--- config.mk ---
export PLATFORM = sky130hd
export DESIGN_NAME = bq_decade_counter
export DESIGN_NICKNAME = d
export VERILOG_FILES = /design/src/rtl/bqc_pkg.sv /design/src/rtl/bqc_fall_detect.sv /design/src/rtl/bqc_div2.sv /design/src/rtl/bqc_div5.sv /design/src/rtl/bq_decade_counter.sv
export SDC_FILE = /design/constraint.sdc
export NUM_CORES = 1
export LEC_CHECK = 0
export BUFFER_PORTS_ARGS = -buffer_cell sky130_fd_sc_hd__buf_2
export CORE_AREA = 2 2 39 41
export DETAILED_ROUTE_END_ITERATION = 8
export DIE_AREA = 0 0 41 43
export PLACE_DENSITY = 0.67
export SYNTH_ARGS = -nofsm -noshare
export SYNTH_HDL_FRONTEND = slang
export SYNTH_SLANG_ARGS = --single-unit
--- constraint.sdc ---
create_clock -name clk_i -period 1.2 [get_ports clk_i]
set_input_delay 0 -clock clk_i [delete_from_list [all_inputs] [get_ports clk_i]]
set_output_delay 0 -clock clk_i [all_outputs]
set_load 0.1 [all_outputs]
--- src/rtl/bqc_pkg.sv ---
package bqc_pkg;
  typedef enum logic {
    CASC_BCD = 1'b0,
    CASC_BIQ = 1'b1
  } casc_e;

  localparam int unsigned QUI_W = 3;

  function automatic logic [QUI_W-1:0] qui_next(input logic [QUI_W-1:0] s);
    logic [QUI_W-1:0] n;
    case (s)
      3'd0: n = 3'd1;
      3'd1: n = 3'd2;
      3'd2: n = 3'd3;
      3'd3: n = 3'd4;
      3'd4: n = 3'd0;
      3'd5: n = 3'd2;
      3'd6: n = 3'd2;
      default: n = 3'd0;
    endcase
    return n;
  endfunction
endpackage

--- src/rtl/bqc_fall_detect.sv ---
module bqc_fall_detect #(
  parameter int unsigned SYNC_STAGES = 2
) (
  input  logic clk_i,
  input  logic rst_ni,
  input  logic sig_i,
  output logic fall_o
);
  localparam int unsigned LEN = SYNC_STAGES + 1;

  logic [LEN-1:0] sh_q;

  always_ff @(posedge clk_i or negedge rst_ni) begin
    if (!rst_ni) sh_q <= '1;
    else         sh_q <= {sh_q[LEN-2:0], sig_i};
  end

  // oldest synced sample high, next one low
  assign fall_o = sh_q[LEN-1] & ~sh_q[LEN-2];
endmodule

--- src/rtl/bqc_div2.sv ---
module bqc_div2 (
  input  logic clk_i,
  input  logic rst_ni,
  input  logic clr_ni,
  input  logic load_ni,
  input  logic ld_i,
  input  logic adv_i,
  output logic q_o
);
  always_ff @(posedge clk_i or negedge rst_ni) begin
    if (!rst_ni)       q_o <= 1'b0;
    else if (!clr_ni)  q_o <= 1'b0;
    else if (!load_ni) q_o <= ld_i;
    else if (adv_i)    q_o <= ~q_o;
  end
endmodule

--- src/rtl/bqc_div5.sv ---
module bqc_div5
  import bqc_pkg::*;
(
  input  logic             clk_i,
  input  logic             rst_ni,
  input  logic             clr_ni,
  input  logic             load_ni,
  input  logic [QUI_W-1:0] ld_i,
  input  logic             adv_i,
  output logic [QUI_W-1:0] q_o
);
  always_ff @(posedge clk_i or negedge rst_ni) begin
    if (!rst_ni)       q_o <= '0;
    else if (!clr_ni)  q_o <= '0;
    else if (!load_ni) q_o <= ld_i;
    else if (adv_i)    q_o <= qui_next(q_o);
  end
endmodule

--- src/rtl/bq_decade_counter.sv ---
module bq_decade_counter
  import bqc_pkg::*;
#(
  parameter int unsigned SYNC_STAGES = 2
) (
  input  logic       clk_i,
  input  logic       rst_ni,
  input  logic       clr_ni,
  input  logic       load_ni,
  input  logic       mode_i,
  input  logic       clk_a_i,
  input  logic       clk_b_i,
  input  logic [3:0] data_i,
  output logic [3:0] count_o
);
  localparam int unsigned N_EXT = 2;

  logic [N_EXT-1:0] ext_clk;
  logic [N_EXT-1:0] ext_fall;
  logic             q0;
  logic [QUI_W-1:0] qq;
  logic             adv2, adv5;

  assign ext_clk = {clk_b_i, clk_a_i};

  for (genvar g = 0; g < N_EXT; g++) begin : g_sync
    bqc_fall_detect #(.SYNC_STAGES(SYNC_STAGES)) u_fd (
      .clk_i (clk_i),
      .rst_ni(rst_ni),
      .sig_i (ext_clk[g]),
      .fall_o(ext_fall[g])
    );
  end

  // cascade resolved in the same cycle: downstream advances when upstream leaves its top state
  always_comb begin
    if (casc_e'(mode_i) == CASC_BIQ) begin
      adv5 = ext_fall[1];
      adv2 = ext_fall[1] & qq[QUI_W-1];
    end else begin
      adv2 = ext_fall[0];
      adv5 = ext_fall[0] & q0;
    end
  end

  bqc_div2 u_div2 (
    .clk_i  (clk_i),
    .rst_ni (rst_ni),
    .clr_ni (clr_ni),
    .load_ni(load_ni),
    .ld_i   (data_i[0]),
    .adv_i  (adv2),
    .q_o    (q0)
  );

  bqc_div5 u_div5 (
    .clk_i  (clk_i),
    .rst_ni (rst_ni),
    .clr_ni (clr_ni),
    .load_ni(load_ni),
    .ld_i   (data_i[3:1]),
    .adv_i  (adv5),
    .q_o    (qq)
  );

  // level clear and load bypass the registers so they act in the same cycle
  always_comb begin
    if (!clr_ni)       count_o = '0;
    else if (!load_ni) count_o = data_i;
    else               count_o = {qq, q0};
  end
endmodule

# Yosys cells after proc, flatten, opt, wreduce, memory -nomap -nowiden
# Cells that the tools add are included.
# word_totals
output_inout_bits	4
in_bits	11
reg_bits	10
elab_cells	31
# op_classes
n_reduce_logical	2
muxes	11
bitwise_logic	7
n_eq_ne	7
# ops
operator	n
case mux 3 bit (4 select lines)	1
2-to-1 mux 3 bit	3
2-to-1 mux 4 bit	2
== test 3 x 2 -> 1 bit (second input constant)	2
== test 3 bit (second input constant)	2
inequality test 3 x 2 -> 1 bit (second input constant)	2
2-to-1 mux 1 bit	5
AND 1 bit	4
== test 3 x 1 -> 1 bit (second input constant)	1
zero test 3 bit	1
NOT 1 bit	3
OR reduction 3 bit	1

# Depth between registers and ports, before layout
# depth
word_depth	7
ltp_mapped	4
ltp_nobuf	3

# By module
# A second synthesis with hierarchy kept.
# unflattened
hier_cells	42
area_unflattened_um2	488.0
# by_module_without_submodules
module	instances	area_each_um2	seq_area_each_um2	cells_per_inst
bqc_fall_detect	2	92.6	78.8	4
bqc_div5	1	156.4	75.1	15
bq_decade_counter	1	102.6	0.0	15
bqc_div2	1	43.8	25.0	4

# Worst setup path before layout
# No wires, ideal clock.
# synth_path
kind	register -> output
start	reg u_div5.q_o[2]
end	out count_o[3]
path_stages_with_launch	3
t_arrival_ps	2602
slack_ps	-1402
path_buffers	0
required_ps	1200
path_cell_list	dfrtp_1 -> nand2_1 -> a21boi_0
# synth_via
elab_chain_len	2
# synth_rtl
item	line	source
start, declared	bqc_div5.sv:10	output logic [QUI_W-1:0] q_o
start signal, assigned	bqc_div5.sv:15	else if (!load_ni) q_o <= ld_i;
start signal, assigned	bqc_div5.sv:16	else if (adv_i) q_o <= qui_next(q_o);
2-to-1 mux 4 bit	bq_decade_counter.sv:69	else if (!load_ni) count_o = data_i;
2-to-1 mux 4 bit	bq_decade_counter.sv:68	if (!clr_ni) count_o = '0;
end, declared	bq_decade_counter.sv:14	output logic [3:0] count_o
# Every way passes these cells.

# Worst setup path in the final report
# layout_path
start	reg g_sync[1].u_fd.sh_q[1]
end	reg u_div5.q_o[0]
# layout_via
elab_chain_len	4
# layout_rtl
item	line	source
start, declared	bqc_fall_detect.sv:11	logic [LEN-1:0] sh_q;
start signal, assigned	bqc_fall_detect.sv:15	else sh_q <= {sh_q[LEN-2:0], sig_i};
NOT 1 bit	bqc_fall_detect.sv:19	assign fall_o = sh_q[LEN-1] & ~sh_q[LEN-2];
AND 1 bit	bqc_fall_detect.sv:19	
2-to-1 mux 1 bit	bq_decade_counter.sv:37	if (casc_e'(mode_i) == CASC_BIQ) begin
inequality test 3 x 2 -> 1 bit (no source line)	-	
# Every way passes these cells.
# A chain may end at the register's enable or synchronous reset.

==> impl_metrics.toml <==
[run_status]
status = "finished, violations left"
violations = "negative setup slack"

[cts]
cts-root-buf = "clkbuf_4"
insertion_delay_ps = 260
cts_tree = "done"
clkSinkCount = 10
cts_buffer_depth = 2
postCtsSetupRepairBufs = 0
htreeDepth = 1
numCtsBuffers = 3
clkSlewWorstSetupHoldPaths_ps = 70

[global_route]
grt_pass1_vias = 410
antenna_found_initial = 0
overflow = 0
grt_pass1_wl_mm = 1.70
grt_usage_pct = 14.7
grt_max_degree = 14

[detailed_routing]
vias = 467
drt-total-wl_mm = 1.04
first_pass_iters = 4
drc_errors = 0
drtAntennaViolNets = 0
first_iter_violations = 3
wire_per_inst_um = 12.2
viasPerCell = 5.49

[power]
switching_share_pct = 28.4
ir_drop_mv = 0.695
clockPowerShare_pct = 32.5
p_seq_share_pct = 41.9
switching_power_uw = 260
pwr_density_cell_nw_per_um2 = 1120
combPwrFrac_pct = 25.6
p_leak_nw = 0.359
p_int_uw = 656
power_uw = 917

[cells_and_area]
ff_latch_area_um2 = 258
antenna_cells = 0
fillers = 116
multi_input_area_um2 = 313
syn2layout_area_growth_pct = 52.3
instances_no_fill = 85
drive_above_1_share_pct = 50.7
fin_nets = 81

[timing]
period_needed_ps = 1300
setup_ws_ps = -104
slew_viol_final = 0
fin_skew_ps = 8.17
setup_viol = 4
worst_pin_slew_ps = 371
max_freq_mhz = 767
relSlewSlack_pct = 75.2
rsz0062_at_grt = "true"
hold_viol = 0
period_share_pct = 109
timing.hold.ws_ps = 4.72

[yosys]
syn-instance-count = 47
async_flop_share_pct = 100
ys_seq_area_share_pct = 47.9
yosys.area.top_type_share_pct = 29.3
synth_area_per_cell_um2 = 11.4
yosysMostFrequentCell = "dfstp_2"
ys_dominant_reg_cell = "dfstp_2"
synth_fp_nets = 58
yosysWarnings = 0
syn_area_um2 = 538
synth_area_leader_cell = "dfstp_2"
synth.top_cells.by_count = "dfstp_2, dfrtp_1, nand3_1"
synth-edff-count = 0
synthTopCellsByArea = "dfstp_2, dfrtp_1, and4b_1, mux2i_1, nor4bb_4"
synth-seq-cells = 10
synthDistinctLibCells = 26

[floorplan]
core_area_um2 = 1380
num_rows = 14
top_level_ports = 15
die_h_um = 43
initial_core_util_pct = 38.9
die-area_um2 = 1760
fp.dieW_um = 41

[placement]
port_buffers = 14
dp_hpwl_um = 781
gp_congestion = 0.703
place_inst = 77

[critical_path]
critPathBufInv = 0
crit_path_end_kind = "flip-flop"
cp-start-kind = "flip-flop"
critPathTopFamily = "simple AND/OR/NAND/NOR gates"
cp_max_fo = 6
cpPeakStageDelay_ps = 530
crit_type = "flip-flop to flip-flop"
crit_slowest_cell = "dfstp_2"
crit_chain = "and3b_4 > or3b_1 > a31oi_1"
cp.arrival_ps = 1490
cp.required_ps = 1390

[hold_path]
min_path_type = "primary input to flip-flop"

[job]
maxCapViolations = 0
-- repair_timing --
action,in CTS,in global routing
pin swaps,2,3
hold buffers,4,0
endpoints found under the hold margin,13,0
gates resized for setup,1,1
endpoints found under the setup margin,6,7
-- worst paths after layout --
kind / from / endpoint / slack [ps] / cells after the start
max: g_sync[1].u_fd.sh_q[1] / u_div5.q_o[0] / -100 / 3
max in group asynchronous: rst_ni / g_sync[0].u_fd.sh_q[2] / 850 / 2
max reg2reg: g_sync[1].u_fd.sh_q[1] / u_div5.q_o[0] / -100 / 3
min in group asynchronous: rst_ni / u_div5.q_o[0] / 100 / 2
min: data_i[0] / u_div2.q_o / 5 / 3
min reg2reg: g_sync[0].u_fd.sh_q[0] / g_sync[0].u_fd.sh_q[1] / 360 / 0
-- layout make-up --
class	count	area share, %
Clock buffer	4	4.43
Inverter	2	0.916
Multi-Input combinational cell	33	38.2
Sequential cell	10	31.5
Tap cell	16	2.44
Timing Repair Buffer	20	22.6
-- cell usage in the layout, fill, tap and decap left out, drive strengths merged --
cell and n:
buf 16, dfstp 6, nand3 4, dlygate4sd3 4
dfrtp 4, clkbuf 4, mux2i 3, nor2b 3
and4b 3, o21ai 3, nor3b 2, inv 2
a31oi 2, nand2b 1, nand2 1, a21boi 1
o2111ai 1, o311ai 1, nor4bb 1, and3b 1
nor4 1, nand4b 1, o311a 1, or3 1
nor2 1, or3b 1
-- metal layers --
layer,routed length (µm),up-vias,track usage (%)
li1,-,228,-
met5,0,-,0
met3,56,2,6.28
met4,9,0,6.00
met2,538,13,23.8
met1,437,224,16.0
-- per-stage QoR --
stage	worst slack (ps)	setup TNS, ps	cell area [µm²]	utilization [%]
after CTS	-111	-285	815	58.9
after detailed placement	-107	-230	738	53.3
after global routing	-166	-580	820	59.2
after floorplan	-48.4	-73.3	582	-
after global placement	-65.0	-115	738	53.3
final	-104	-244	820	59.2
-- registers in the layout (all words and copies together), names as in the netlist --
| register | count |
|---|---|
| g_sync.u_fd.sh_q | 6 |
| u_div2.q_o | 1 |
| u_div5.q_o | 3 |
-- cells by family (layout without fill, tap and decap cells) --
group | count (synthesis) | after routing | share of synthesized area, %
AOI/OAI and AO/OA | 9 | 9 | 11.9
buffers and inverters | 4 | 26 | 3.02
DFF | 10 | 10 | 47.9
muxes | 3 | 3 | 5.58
and+or+nand+nor | 21 | 21 | 31.6
-- worst min-delay path: cells and delay by family --
kind	cells	cell delay [ps]
buf+inv	1	90
compound gates	1	80
simple gates	1	70
-- power groups by stage --
| stage | Sequential [mW] | Combinational, mW | Clock, mW |
|---|---|---|---|
| final | 0.384 | 0.234 | 0.298 |
| after CTS | 0.384 | 0.236 | 0.300 |
| after global placement | 0.388 | 0.222 | 0 |
| after global routing | 0.388 | 0.249 | 0.323 |
| after floorplan | 0.385 | 0.145 | 0 |
| after detailed placement | 0.390 | 0.225 | 0 |
Power figures use the tool's default switching activity.
